==> src/rtl/sclgen_pkg.sv <==
package sclgen_pkg;
    typedef enum logic {
        PH_HIGH = 1'b0,
        PH_LOW  = 1'b1
    } phase_e;

    localparam logic [1:0] ADDR_MODE = 2'd0;
    localparam logic [1:0] ADDR_HIGH = 2'd1;
    localparam logic [1:0] ADDR_LOW  = 2'd2;
endpackage

==> src/rtl/sclgen_regs.sv <==
module sclgen_regs
    import sclgen_pkg::*;
#(
    parameter int CNT_W    = 5,
    parameter int PSEL_W   = 3,
    parameter int REG_W    = 8,
    parameter int PSEL_LSB = 4,
    parameter int WP_BIT   = 3
) (
    input  logic              clk,
    input  logic              rst_n,
    input  logic              wr_en,
    input  logic [1:0]        wr_addr,
    input  logic [REG_W-1:0]  wr_data,
    output logic [PSEL_W-1:0] psel,
    output logic [CNT_W-1:0]  cnt_hi,
    output logic [CNT_W-1:0]  cnt_lo,
    output logic [REG_W-1:0]  mode_rdata,
    output logic [REG_W-1:0]  high_rdata,
    output logic [REG_W-1:0]  low_rdata
);
    localparam int PAD_W = REG_W - CNT_W;

    typedef struct packed {
        logic [PSEL_W-1:0] psel;
        logic [CNT_W-1:0]  hi;
        logic [CNT_W-1:0]  lo;
    } regs_t;

    regs_t regs_d, regs_q;

    always_comb begin
        regs_d = regs_q;
        if (wr_en) begin
            case (wr_addr)
                ADDR_MODE: if (wr_data[WP_BIT]) regs_d.psel = wr_data[PSEL_LSB +: PSEL_W];
                ADDR_HIGH: regs_d.hi = wr_data[CNT_W-1:0];
                ADDR_LOW:  regs_d.lo = wr_data[CNT_W-1:0];
                default:   regs_d = regs_q;
            endcase
        end
    end

    always_ff @(posedge clk or negedge rst_n) begin
        if (!rst_n) begin
            regs_q.psel <= '0;
            regs_q.hi   <= '1;
            regs_q.lo   <= '1;
        end else begin
            regs_q <= regs_d;
        end
    end

    always_comb begin
        mode_rdata = '0;
        mode_rdata[PSEL_LSB +: PSEL_W] = regs_q.psel;
        mode_rdata[WP_BIT] = 1'b1;
    end

    assign high_rdata = {{PAD_W{1'b1}}, regs_q.hi};
    assign low_rdata  = {{PAD_W{1'b1}}, regs_q.lo};
    assign psel   = regs_q.psel;
    assign cnt_hi = regs_q.hi;
    assign cnt_lo = regs_q.lo;

    // a mode write without the protect-release bit leaves the select alone
    p_protect_r2: assert property (@(posedge clk) disable iff (!rst_n)
        (wr_en && wr_addr == ADDR_MODE && !wr_data[WP_BIT]) |=> $stable(psel));
endmodule

==> src/rtl/sclgen_prescale.sv <==
module sclgen_prescale #(
    parameter int PSEL_W = 3
) (
    input  logic              clk,
    input  logic              rst_n,
    input  logic              run,
    input  logic [PSEL_W-1:0] psel,
    output logic              tick
);
    localparam int DIV_W = (1 << PSEL_W) - 1;

    logic [DIV_W-1:0] pre_d, pre_q;
    logic [DIV_W-1:0] limit;

    always_comb begin
        limit = ~({DIV_W{1'b1}} << psel);
        tick  = run && (pre_q >= limit);
        if (!run || tick) pre_d = '0;
        else              pre_d = pre_q + 1'b1;
    end

    always_ff @(posedge clk or negedge rst_n) begin
        if (!rst_n) pre_q <= '0;
        else        pre_q <= pre_d;
    end

    // with a nonzero select, ticks are never on back-to-back clocks
    p_tick_gap_r1: assert property (@(posedge clk) disable iff (!rst_n)
        (tick && psel != '0) |=> (!tick || !$stable(psel)));
endmodule

==> src/rtl/sclgen_filter.sv <==
module sclgen_filter (
    input  logic clk,
    input  logic rst_n,
    input  logic run,
    input  logic tick,
    input  logic scl_in,
    output logic scl_filt
);
    typedef struct packed {
        logic smp;
        logic filt;
    } filt_t;

    filt_t f_d, f_q;

    always_comb begin
        f_d = f_q;
        if (!run) begin
            f_d = '0;
        end else if (tick) begin
            f_d.smp = scl_in;
            if (scl_in == f_q.smp) f_d.filt = scl_in;
        end
    end

    always_ff @(posedge clk or negedge rst_n) begin
        if (!rst_n) f_q <= '0;
        else        f_q <= f_d;
    end

    assign scl_filt = f_q.filt;

    // a level that disagrees with the previous sample never reaches the output
    p_glitch_r8: assert property (@(posedge clk) disable iff (!rst_n)
        (run && tick && scl_in != f_q.smp) |=> $stable(scl_filt));
endmodule

==> src/rtl/sclgen_phase.sv <==
module sclgen_phase
    import sclgen_pkg::*;
#(
    parameter int CNT_W     = 5,
    parameter int PSEL_W    = 3,
    parameter int EXTRA_BYP = 4,
    parameter int EXTRA_DIV = 3,
    parameter int STALL_AT  = 2
) (
    input  logic              clk,
    input  logic              rst_n,
    input  logic              run,
    input  logic              tick,
    input  logic              scl_filt,
    input  logic [PSEL_W-1:0] psel,
    input  logic [CNT_W-1:0]  cnt_hi,
    input  logic [CNT_W-1:0]  cnt_lo,
    output logic              scl_oe,
    output logic              low_stb,
    output logic              high_stb
);
    localparam int TGT_W = $clog2((1 << CNT_W) + EXTRA_BYP + 1);

    typedef struct packed {
        phase_e           phase;
        logic [TGT_W-1:0] cnt;
        logic             lstb;
        logic             hstb;
    } ph_t;

    ph_t ph_d, ph_q;
    logic [TGT_W-1:0] tgt_hi, tgt_lo;

    function automatic logic [TGT_W-1:0] phase_len(input logic [CNT_W-1:0] c,
                                                   input logic [PSEL_W-1:0] s);
        logic [TGT_W-1:0] eff;
        eff = (c == '0) ? TGT_W'(1) : TGT_W'(c);
        return eff + ((s == '0) ? TGT_W'(EXTRA_BYP) : TGT_W'(EXTRA_DIV));
    endfunction

    always_comb begin
        tgt_hi = phase_len(cnt_hi, psel);
        tgt_lo = phase_len(cnt_lo, psel);
        ph_d = ph_q;
        ph_d.lstb = 1'b0;
        ph_d.hstb = 1'b0;
        if (!run) begin
            ph_d.phase = PH_HIGH;
            ph_d.cnt   = '0;
        end else if (tick) begin
            if (ph_q.phase == PH_LOW) begin
                if (ph_q.cnt >= tgt_lo - 1'b1) begin
                    ph_d.phase = PH_HIGH;
                    ph_d.cnt   = '0;
                    ph_d.hstb  = 1'b1;
                end else begin
                    ph_d.cnt = ph_q.cnt + 1'b1;
                end
            end else if (!scl_filt && ph_q.cnt >= TGT_W'(STALL_AT)) begin
                ph_d.cnt = ph_q.cnt;
            end else if (ph_q.cnt >= tgt_hi - 1'b1) begin
                ph_d.phase = PH_LOW;
                ph_d.cnt   = '0;
                ph_d.lstb  = 1'b1;
            end else begin
                ph_d.cnt = ph_q.cnt + 1'b1;
            end
        end
    end

    always_ff @(posedge clk or negedge rst_n) begin
        if (!rst_n) begin
            ph_q.phase <= PH_HIGH;
            ph_q.cnt   <= '0;
            ph_q.lstb  <= 1'b0;
            ph_q.hstb  <= 1'b0;
        end else begin
            ph_q <= ph_d;
        end
    end

    assign scl_oe   = (ph_q.phase == PH_LOW);
    assign low_stb  = ph_q.lstb;
    assign high_stb = ph_q.hstb;

    // stopping the generator releases SCL and silences the strobes
    p_release_r9: assert property (@(posedge clk) disable iff (!rst_n)
        !run |=> (!scl_oe && !low_stb && !high_stb));
    // a held line freezes the high-phase count with SCL released
    p_stall_r7: assert property (@(posedge clk) disable iff (!rst_n)
        (run && tick && ph_q.phase == PH_HIGH && !scl_filt && ph_q.cnt >= TGT_W'(STALL_AT))
        |=> (!scl_oe && $stable(ph_q.cnt)));
    // every start of drive comes with the low strobe
    p_low_stb_r10: assert property (@(posedge clk) disable iff (!rst_n)
        $rose(scl_oe) |-> low_stb);
    // a release while running comes with the high strobe
    p_high_stb_r10: assert property (@(posedge clk) disable iff (!rst_n)
        ($fell(scl_oe) && $past(run)) |-> high_stb);
    // strobes are exclusive
    p_stb_excl_r10: assert property (@(posedge clk) disable iff (!rst_n)
        $onehot0({low_stb, high_stb}));
endmodule

==> src/rtl/i2c_scl_rate_gen.sv <==
module i2c_scl_rate_gen #(
    parameter int CNT_W = 5,
    parameter int PSEL_W = 3,
    parameter int REG_W = 8
) (
    input  logic             clk,
    input  logic             rst_n,
    input  logic             core_en,
    input  logic             core_rst,
    input  logic             wr_en,
    input  logic [1:0]       wr_addr,
    input  logic [REG_W-1:0] wr_data,
    input  logic             scl_in,
    output logic             scl_oe,
    output logic             low_stb,
    output logic             high_stb,
    output logic [REG_W-1:0] mode_rdata,
    output logic [REG_W-1:0] high_rdata,
    output logic [REG_W-1:0] low_rdata
);
    logic              run;
    logic              tick;
    logic              scl_filt;
    logic [PSEL_W-1:0] psel;
    logic [CNT_W-1:0]  cnt_hi, cnt_lo;

    assign run = core_en && !core_rst;

    sclgen_regs #(.CNT_W(CNT_W), .PSEL_W(PSEL_W), .REG_W(REG_W)) u_regs (
        .clk(clk), .rst_n(rst_n), .wr_en(wr_en), .wr_addr(wr_addr), .wr_data(wr_data),
        .psel(psel), .cnt_hi(cnt_hi), .cnt_lo(cnt_lo),
        .mode_rdata(mode_rdata), .high_rdata(high_rdata), .low_rdata(low_rdata)
    );

    sclgen_prescale #(.PSEL_W(PSEL_W)) u_pre (
        .clk(clk), .rst_n(rst_n), .run(run), .psel(psel), .tick(tick)
    );

    sclgen_filter u_filt (
        .clk(clk), .rst_n(rst_n), .run(run), .tick(tick),
        .scl_in(scl_in), .scl_filt(scl_filt)
    );

    sclgen_phase #(.CNT_W(CNT_W), .PSEL_W(PSEL_W)) u_phase (
        .clk(clk), .rst_n(rst_n), .run(run), .tick(tick), .scl_filt(scl_filt),
        .psel(psel), .cnt_hi(cnt_hi), .cnt_lo(cnt_lo),
        .scl_oe(scl_oe), .low_stb(low_stb), .high_stb(high_stb)
    );
endmodule

==> config.mk <==
export PLATFORM = sky130hd
export DESIGN_NAME = i2c_scl_rate_gen
export DESIGN_NICKNAME = d
export VERILOG_FILES = /design/src/rtl/sclgen_pkg.sv /design/src/rtl/sclgen_regs.sv /design/src/rtl/sclgen_prescale.sv /design/src/rtl/sclgen_filter.sv /design/src/rtl/sclgen_phase.sv /design/src/rtl/i2c_scl_rate_gen.sv
export SDC_FILE = /design/constraint.sdc
export NUM_CORES = 1
export LEC_CHECK = 0
export BUFFER_PORTS_ARGS = -buffer_cell sky130_fd_sc_hd__buf_4
export CAP_MARGIN = 10
export CORE_MARGIN = 2
export CORE_UTILIZATION = 53
export CTS_BUF_LIST = sky130_fd_sc_hd__clkbuf_2
export DETAILED_ROUTE_END_ITERATION = 10
export HOLD_SLACK_MARGIN = 0.06
export PLACE_DENSITY = 0.81
export SYNTH_ARGS = -nofsm -noshare
export SYNTH_HDL_FRONTEND = slang
export SYNTH_SLANG_ARGS = --single-unit
==> constraint.sdc <==
create_clock -name clk -period 4.35 [get_ports clk]
set_input_delay 0.6525 -clock clk [delete_from_list [all_inputs] [get_ports clk]]
set_output_delay 0.6525 -clock clk [all_outputs]
set_load 0.01 [all_outputs]
==> flow_summary.html, run 1 <==
<table>
<tr><th>Metric</th><th>Value</th></tr>
<tr><th colspan="2">Detailed routing</th></tr>
<tr><td>Mean routed wirelength per cell</td><td>13.2 um</td></tr>
<tr><td>WL final</td><td>4.33 mm</td></tr>
<tr><td>DRC marker count from the first detailed-route iteration</td><td>68</td></tr>
<tr><td>Vias per cell</td><td>5.37</td></tr>
<tr><td>Overall via count from detail_route</td><td>1760</td></tr>
<tr><td>Remaining antenna violation count after routing</td><td>0</td></tr>
<tr><td>DR pass1 iterations</td><td>4</td></tr>
<tr><td>DRC Markers</td><td>0</td></tr>
<tr><th colspan="2">GRT</th></tr>
<tr><td>Global-route wire length before repair</td><td>7.41 mm</td></tr>
<tr><td>All-layer global routing usage</td><td>18.6%</td></tr>
<tr><td>Number of antenna violations at the first check in global routing</td><td>0</td></tr>
<tr><td>Maximum number of pins on one net before global-route repair</td><td>32</td></tr>
<tr><td>Remaining Overflow, GRT</td><td>0</td></tr>
<tr><td>Vias in the first global route</td><td>1697</td></tr>
<tr><th colspan="2">Setup path</th></tr>
<tr><td>Cells on worst reg2reg path</td><td>18</td></tr>
<tr><td>R2R Setup Slk</td><td>310 ps</td></tr>
<tr><td>Data required time of the worst path</td><td>4670 ps</td></tr>
<tr><td>Startpoint of the worst register-to-register path</td><td>u_regs.psel[1]</td></tr>
<tr><td>Terminus of the critical flop-to-flop path</td><td>u_phase.ph_q[4]</td></tr>
<tr><td>Setup crit start kind</td><td>flip-flop</td></tr>
<tr><td>Arrival @ worst endpoint</td><td>4350 ps</td></tr>
<tr><td>Worst setup EP type</td><td>flip-flop</td></tr>
<tr><td>Crit Path Class</td><td>reg -&gt; reg</td></tr>
<tr><td>Largest fanout of any net on the critical path</td><td>8</td></tr>
<tr><th colspan="2">Floorplanning</th></tr>
<tr><td>Vertical die dimension</td><td>71.0 um</td></tr>
<tr><td>Total die area</td><td>5030 um2</td></tr>
<tr><td>Total number of placement rows</td><td>24</td></tr>
<tr><td>Initial cell density of the core</td><td>54.9%</td></tr>
<tr><td>Area of the placeable core</td><td>4320 um2</td></tr>
<tr><td>Ports</td><td>43</td></tr>
<tr><td>Die Span X</td><td>71.0 um</td></tr>
<tr><th colspan="2">Final layout</th></tr>
<tr><td>Area overhead of the layout relative to synthesis</td><td>12.6%</td></tr>
<tr><td>Antenna fix cells</td><td>0</td></tr>
<tr><td>Share of post-route cells with drive strength above 1</td><td>26.1%</td></tr>
<tr><td>Nets@finish</td><td>329</td></tr>
<tr><td>Finished Core Util</td><td>61.9%</td></tr>
<tr><th colspan="2">Synth</th></tr>
<tr><td>Post-synthesis sequential element count</td><td>31</td></tr>
<tr><td>Netlist area before placement</td><td>2380 um2</td></tr>
<tr><td>Synth Area per Inst</td><td>9.82 um2</td></tr>
<tr><td>Cell type with the largest total area after synthesis</td><td>dfrtp_1</td></tr>
<tr><td>Share of Yosys cell area claimed by the top area cell type</td><td>22.1%</td></tr>
<tr><td>Predominant post-synthesis flop cell</td><td>dfrtp_1</td></tr>
<tr><td>Most area-consuming cells after synthesis</td><td>dfrtp_1 22%, ha_1 19%, dfstp_2 11%</td></tr>
<tr><td>Yosys warning count</td><td>0</td></tr>
<tr><td>Async S/R FF share, synth</td><td>100%</td></tr>
<tr><td>Top-count cell post-synth</td><td>ha_1</td></tr>
<tr><td>Most used standard cells in the synthesized netlist</td><td>36 x ha_1, 31 x inv_1, 21 x dfrtp_1, 15 x a21oi_1, 15 x nor2_1</td></tr>
<tr><td>Number of synthesized flops with an enable pin</td><td>0</td></tr>
<tr><td>Proportion of synthesized chip area in sequential cells</td><td>33.2%</td></tr>
<tr><td>Number of standard cells after synthesis</td><td>242</td></tr>
<tr><td>Number of unique standard cell types used by synthesis</td><td>46</td></tr>
<tr><th colspan="2">STA</th></tr>
<tr><td>Setup Viol. Count Final</td><td>0</td></tr>
<tr><td>Final Max Slew Viols</td><td>0</td></tr>
<tr><td>Max Clk Rate</td><td>248 MHz</td></tr>
<tr><td>Final-layout setup total negative slack</td><td>0 ps</td></tr>
<tr><td>Final period utilization</td><td>92.8%</td></tr>
<tr><td>RSZ-0062 raised after global routing</td><td>false</td></tr>
<tr><td>Worst Hold Margin</td><td>168 ps</td></tr>
<tr><td>Count of final hold-check violations</td><td>0</td></tr>
<tr><td>Worst-case clock skew</td><td>11.5 ps</td></tr>
<tr><td>Min Tclk post-route</td><td>4040 ps</td></tr>
<tr><th colspan="2">Power and ir drop</th></tr>
<tr><td>Static leakage power</td><td>1.37 nW</td></tr>
<tr><td>Reg power frac</td><td>34.0%</td></tr>
<tr><td>Internal power component</td><td>659 uW</td></tr>
<tr><td>PnR Total Power</td><td>1.05 mW</td></tr>
<tr><td>Total power divided by cell area</td><td>392 nW/um2</td></tr>
<tr><td>Net switching power of the design</td><td>390 uW</td></tr>
<tr><td>Clock network fraction of total power</td><td>18.7%</td></tr>
<tr><td>Sw Share</td><td>37.2%</td></tr>
<tr><td>Combinational cell fraction of total power</td><td>47.2%</td></tr>
<tr><td>Max IR drop VDD</td><td>157 uV</td></tr>
<tr><th colspan="2">CTS</th></tr>
<tr><td>Register clock-pin slew on the reported worst setup and hold paths</td><td>170 ps</td></tr>
<tr><td>TritonCTS clock tree</td><td>built</td></tr>
<tr><td>Inserted Clock Buffers</td><td>5</td></tr>
<tr><td>Clk Tree Root Cell</td><td>clkbuf_2</td></tr>
<tr><td>Clk buf depth</td><td>2</td></tr>
<tr><td>Worst skew pair latency</td><td>390 ps</td></tr>
<tr><td>Sinks on the clock net</td><td>31</td></tr>
<tr><td>Buffers inserted by post-CTS timing repair</td><td>0</td></tr>
<tr><td>Hold-fix buffers, CTS</td><td>0</td></tr>
<tr><td>Resize count post-CTS</td><td>0</td></tr>
<tr><td>Number of H-tree levels</td><td>2</td></tr>
<tr><th colspan="2">Placed design</th></tr>
<tr><td>Final estimated routing congestion in global placement</td><td>0.795</td></tr>
<tr><td>Port Buf Inserts</td><td>30</td></tr>
<tr><td>Dpl hpwl</td><td>3.52 mm</td></tr>
<tr><th colspan="2">Worst hold path</th></tr>
<tr><td>Hold WC Path Type</td><td>in -&gt; async</td></tr>
<tr><th colspan="2">Run</th></tr>
<tr><td>Max-cap violations</td><td>0</td></tr>
<tr><th colspan="2">Run status</th></tr>
<tr><td>Result of the run</td><td>completed</td></tr>
</table>
-- metal layers --
metal	vias to the layer above	wire length [um]	global-route usage, %
li1	887	-	-
met1	836	2010	24.7
met2	28	2110	30.5
met3	9	144	3.85
met4	0	65	6.29
met5	-	0	0
-- stage by stage --
| step | worst slack (ps) | instances | instance area [um2] |
|---|---|---|---|
| 2_1_floorplan | 594 | 251 | 2410 |
| 3_3_place_gp | 395 | 320 | 2610 |
| 3_5_place_dp | 290 | 320 | 2610 |
| 4_1_cts | 239 | 328 | 2670 |
| 5_1_grt | 36.8 | 328 | 2680 |
| 6_report | 315 | 328 | 2680 |
-- layout by cell type, fill, tap and decap left out, types with 3 or more instances in the layout --
cell type	count
ha_1	36
inv_1	30
buf_4	30
dfrtp_1	20
a21oi_1	15
nor2_1	15
mux2_2	12
nand2_1	11
conb_1	11
dfstp_2	10
a21o_1	7
xor2_1	6
xnor2_1	6
nand3_1	6
o21ai_0	5
clkbuf_2	5
nand2b_1	3
and2_1	3
and3_1	3
-- sequential cells by signal (all words and copies together), names as in the netlist --
name              flops
u_filt.f_q            1
u_filt.scl_filt       1
u_phase.high_stb      1
u_phase.low_stb       1
u_phase.ph_q          6
u_phase.scl_oe        1
u_pre.pre_q           7
u_regs.cnt_hi         5
u_regs.cnt_lo         5
u_regs.psel           3
-- worst max-delay path, cell delays in order, from the launching register on --
cell and delay [ps]:
dfrtp_2 480, or3_1 470, inv_2 130, ha_1 230, inv_1 60, ha_1 150
inv_1 50, fa_1 400, inv_1 80, a21o_1 110, a21oi_1 70, xnor2_1 130
ha_1 310, a21oi_1 140, o21ai_1 160, a211oi_2 270, nor2_1 80, or4b_1 500
a21oi_1 150
-- final cells by class --
class                           count  area (um2)
Multi-Input combinational cell    176        1420
Tap cell                           52        65.1
Fill cell                         374        1650
Timing Repair Buffer               30         225
Sequential cell                    31         790
Clock buffer                        5        25.0
Inverter                           31         116
Clock inverter                      3        38.8
-- power groups by stage --
stage | clock network, mW | registers, mW | logic [mW]
final | 0.197 | 0.357 | 0.495
after global placement | 0 | 0.361 | 0.479
after global routing | 0.215 | 0.363 | 0.570
after floorplan | 0 | 0.367 | 0.367
after CTS | 0.202 | 0.357 | 0.502
after detailed placement | 0 | 0.362 | 0.501
-- cell families (layout without fill, tap and decap cells) --
group / count (synthesis) / count (layout) / share of synthesized area (%)
and+or+nand+nor: 57 / 57 / 12.8
AOI/OAI and AO/OA: 46 / 46 / 14.3
buffers and inverters: 44 / 69 / 8.69
adders and majority gates: 38 / 38 / 20.6
DFF: 31 / 31 / 33.2
xor gates and xnor gates: 12 / 12 / 4.42
muxes: 12 / 12 / 5.69
other: 2 / 11 / 0.316
-- worst max path at each step --
stage,end,cells after the start,slack [ps],startpoint
after floorplan,u_phase.ph_q[4],18,590,u_regs.psel[1]
after global placement,u_phase.ph_q[4],18,390,u_regs.psel[1]
after detailed placement,u_phase.ph_q[4],18,290,u_regs.psel[1]
after CTS,u_phase.ph_q[4],18,240,u_regs.psel[1]
after global routing,u_phase.ph_q[4],18,40,u_regs.psel[1]
final,u_phase.ph_q[4],18,310,u_regs.psel[1]
No activity file was read; power rests on OpenSTA's default activity.
==> run 2, diff against run 1 <==
--- a/config.mk
+++ b/config.mk
@@ -12,2 +12,3 @@
 export CTS_BUF_LIST = sky130_fd_sc_hd__clkbuf_2
+export CTS_CLUSTER_DIAMETER = 30
 export DETAILED_ROUTE_END_ITERATION = 10
==> constraint.sdc (replaced) <==
create_clock -name clk -period 4.86 [get_ports clk]
set_input_delay 0 -clock clk [delete_from_list [all_inputs] [get_ports clk]]
set_output_delay 0 -clock clk [all_outputs]
set_load 0.01 [all_outputs]
==> flow_summary.html, run 2 (synthesis gave the netlist of run 1 again) <==
<table>
<tr><th>Metric</th><th>Value</th></tr>
<tr><th colspan="2">Final layout</th></tr>
<tr><td>Share of post-route cells with drive strength above 1</td><td>24.2%</td></tr>
<tr><td>Nets@finish</td><td>342</td></tr>
<tr><td>Area overhead of the layout relative to synthesis</td><td>17.0%</td></tr>
<tr><td>Commonest non-fill, non-tap cell in the layout</td><td>ha_1</td></tr>
<tr><td>Antenna fix cells</td><td>0</td></tr>
<tr><td>Top library cells by usage in the layout, fill and taps aside</td><td>36 x ha_1, 31 x inv_1, 30 x buf_4</td></tr>
<tr><td>Biggest registers after layout</td><td>u_pre.pre_q: 7 flops, u_phase.ph_q: 6 flops</td></tr>
<tr><td>Post-route cell area</td><td>2780 um2</td></tr>
<tr><td>Max reg flops</td><td>7</td></tr>
<tr><td>Reg with most FFs</td><td>u_pre.pre_q</td></tr>
<tr><th colspan="2">Worst hold path</th></tr>
<tr><td>Hold WC Path Type</td><td>in -&gt; async</td></tr>
<tr><th colspan="2">Placed design</th></tr>
<tr><td>Dpl hpwl</td><td>3.58 mm</td></tr>
<tr><td>Final estimated routing congestion in global placement</td><td>0.813</td></tr>
<tr><td>Port Buf Inserts</td><td>30</td></tr>
<tr><td>Post-DP Area</td><td>2610 um2</td></tr>
<tr><th colspan="2">CTS</th></tr>
<tr><td>Sinks on the clock net</td><td>31</td></tr>
<tr><td>Register clock-pin slew on the reported worst setup and hold paths</td><td>160 ps</td></tr>
<tr><td>TritonCTS clock tree</td><td>built</td></tr>
<tr><td>Inserted Clock Buffers</td><td>5</td></tr>
<tr><td>Buffers inserted by post-CTS timing repair</td><td>0</td></tr>
<tr><td>Number of H-tree levels</td><td>2</td></tr>
<tr><td>Clk Tree Root Cell</td><td>clkbuf_2</td></tr>
<tr><td>Hold-fix buffers, CTS</td><td>13</td></tr>
<tr><td>Resize count post-CTS</td><td>0</td></tr>
<tr><td>Clk buf depth</td><td>2</td></tr>
<tr><td>Worst skew pair latency</td><td>370 ps</td></tr>
<tr><th colspan="2">STA</th></tr>
<tr><td>Worst-case clock skew</td><td>21.8 ps</td></tr>
<tr><td>Final Max Slew Viols</td><td>0</td></tr>
<tr><td>Setup Viol. Count Final</td><td>0</td></tr>
<tr><td>Min Tclk post-route</td><td>4140 ps</td></tr>
<tr><td>Final-layout setup total negative slack</td><td>0 ps</td></tr>
<tr><td>RSZ-0062 raised after global routing</td><td>false</td></tr>
<tr><td>Max Clk Rate</td><td>242 MHz</td></tr>
<tr><td>Final period utilization</td><td>85.1%</td></tr>
<tr><td>Count of final hold-check violations</td><td>0</td></tr>
<tr><th colspan="2">Detailed routing</th></tr>
<tr><td>DRC Markers</td><td>0</td></tr>
<tr><td>Overall via count from detail_route</td><td>1812</td></tr>
<tr><td>DR pass1 iterations</td><td>4</td></tr>
<tr><td>WL final</td><td>4.76 mm</td></tr>
<tr><td>Vias per cell</td><td>5.31</td></tr>
<tr><td>Mean routed wirelength per cell</td><td>13.9 um</td></tr>
<tr><td>Remaining antenna violation count after routing</td><td>0</td></tr>
<tr><td>DRC marker count from the first detailed-route iteration</td><td>52</td></tr>
<tr><th colspan="2">Floorplanning</th></tr>
<tr><td>Total number of placement rows</td><td>24</td></tr>
<tr><td>Total die area</td><td>5030 um2</td></tr>
<tr><td>Vertical die dimension</td><td>71.0 um</td></tr>
<tr><td>Ports</td><td>43</td></tr>
<tr><td>Die Span X</td><td>71.0 um</td></tr>
<tr><td>Area of the placeable core</td><td>4320 um2</td></tr>
<tr><td>Initial cell density of the core</td><td>54.9%</td></tr>
<tr><th colspan="2">GRT</th></tr>
<tr><td>All-layer global routing usage</td><td>20.2%</td></tr>
<tr><td>Vias in the first global route</td><td>1825</td></tr>
<tr><td>Global-route wire length before repair</td><td>7.99 mm</td></tr>
<tr><td>Remaining Overflow, GRT</td><td>0</td></tr>
<tr><td>Maximum number of pins on one net before global-route repair</td><td>32</td></tr>
<tr><td>Number of antenna violations at the first check in global routing</td><td>0</td></tr>
<tr><th colspan="2">Power and ir drop</th></tr>
<tr><td>Total power divided by cell area</td><td>324 nW/um2</td></tr>
<tr><td>Max IR drop VDD</td><td>148 uV</td></tr>
<tr><td>Static leakage power</td><td>1.42 nW</td></tr>
<tr><th colspan="2">Setup path</th></tr>
<tr><td>Largest fanout of any net on the critical path</td><td>8</td></tr>
<tr><td>Data required time of the worst path</td><td>5140 ps</td></tr>
<tr><td>Setup crit start kind</td><td>flip-flop</td></tr>
<tr><td>Crit Path Class</td><td>reg -&gt; reg</td></tr>
<tr><td>Cells on worst reg2reg path</td><td>18</td></tr>
<tr><td>Arrival @ worst endpoint</td><td>4420 ps</td></tr>
<tr><td>Worst setup EP type</td><td>flip-flop</td></tr>
<tr><td>R2R Setup Slk</td><td>720 ps</td></tr>
<tr><th colspan="2">Run</th></tr>
<tr><td>Max-cap violations</td><td>0</td></tr>
<tr><th colspan="2">Run status</th></tr>
<tr><td>Result of the run</td><td>completed</td></tr>
</table>
[run 2: area by class of cell]
| cell class | instances | area, um2 |
|---|---|---|
| fill | 360 | 1550 |
| multi-input combinational | 176 | 1420 |
| sequential | 31 | 788 |
| timing repair buffer | 43 | 355 |
| inverter | 31 | 116 |
| tap | 52 | 65.1 |
| clock buffer | 6 | 30.0 |
| clock inverter | 2 | 8.76 |
[run 2: worst paths after layout]
kind                           startpoint                to
min reg2reg                u_pre.pre_q[0]    u_pre.pre_q[0]
max reg2reg                u_regs.psel[1]   u_phase.ph_q[4]
min in group clk                    wr_en    u_regs.psel[2]
max                        u_regs.psel[1]   u_phase.ph_q[4]
min                                 rst_n    u_pre.pre_q[2]
max in group asynchronous           rst_n  u_regs.cnt_lo[4]
[run 2: layer usage]
layer / global-route usage (%) / vias to the layer above / share of wire, %
met5: 0 / - / 0
met4: 6.29 / 0 / 1.2
met3: 3.42 / 5 / 3.1
met2: 35.9 / 26 / 52
met1: 24.9 / 866 / 44
li1: - / 915 / -
[run 2: stage by stage]
step | power [mW] | utilization [%] | hold WS [ps] | setup slack, ps | instances
detailed placement | 0.774 | 60.4 | -41.4 | 797 | 320
global route | 0.985 | 64.3 | 85.6 | 392 | 341
floorplan | 0.657 | - | -296 | 1100 | 251
finish | 0.900 | 64.3 | 86.3 | 723 | 341
CTS | 0.906 | 64.3 | 73.6 | 723 | 341
global placement | 0.752 | 60.4 | -51.0 | 908 | 320
[run 2: worst max-delay path: stages (launching register included)]
cell	delay, ps
dfrtp_1	480
or3_1	480
inv_1	160
ha_1	250
inv_1	60
ha_1	160
inv_1	70
fa_1	410
inv_1	70
a21o_1	110
a21oi_1	70
xnor2_1	170
ha_1	280
a21oi_1	150
o21ai_1	160
a211oi_2	260
nor2_1	70
or4b_1	490
a21oi_1	160
[run 2: power breakdown]
group	internal, mW	total, mW	switching, mW	leakage, nW
clock	0.0353	0.121	0.0861	0.0304
combinational	0.219	0.458	0.239	0.995
sequential	0.293	0.320	0.0270	0.392
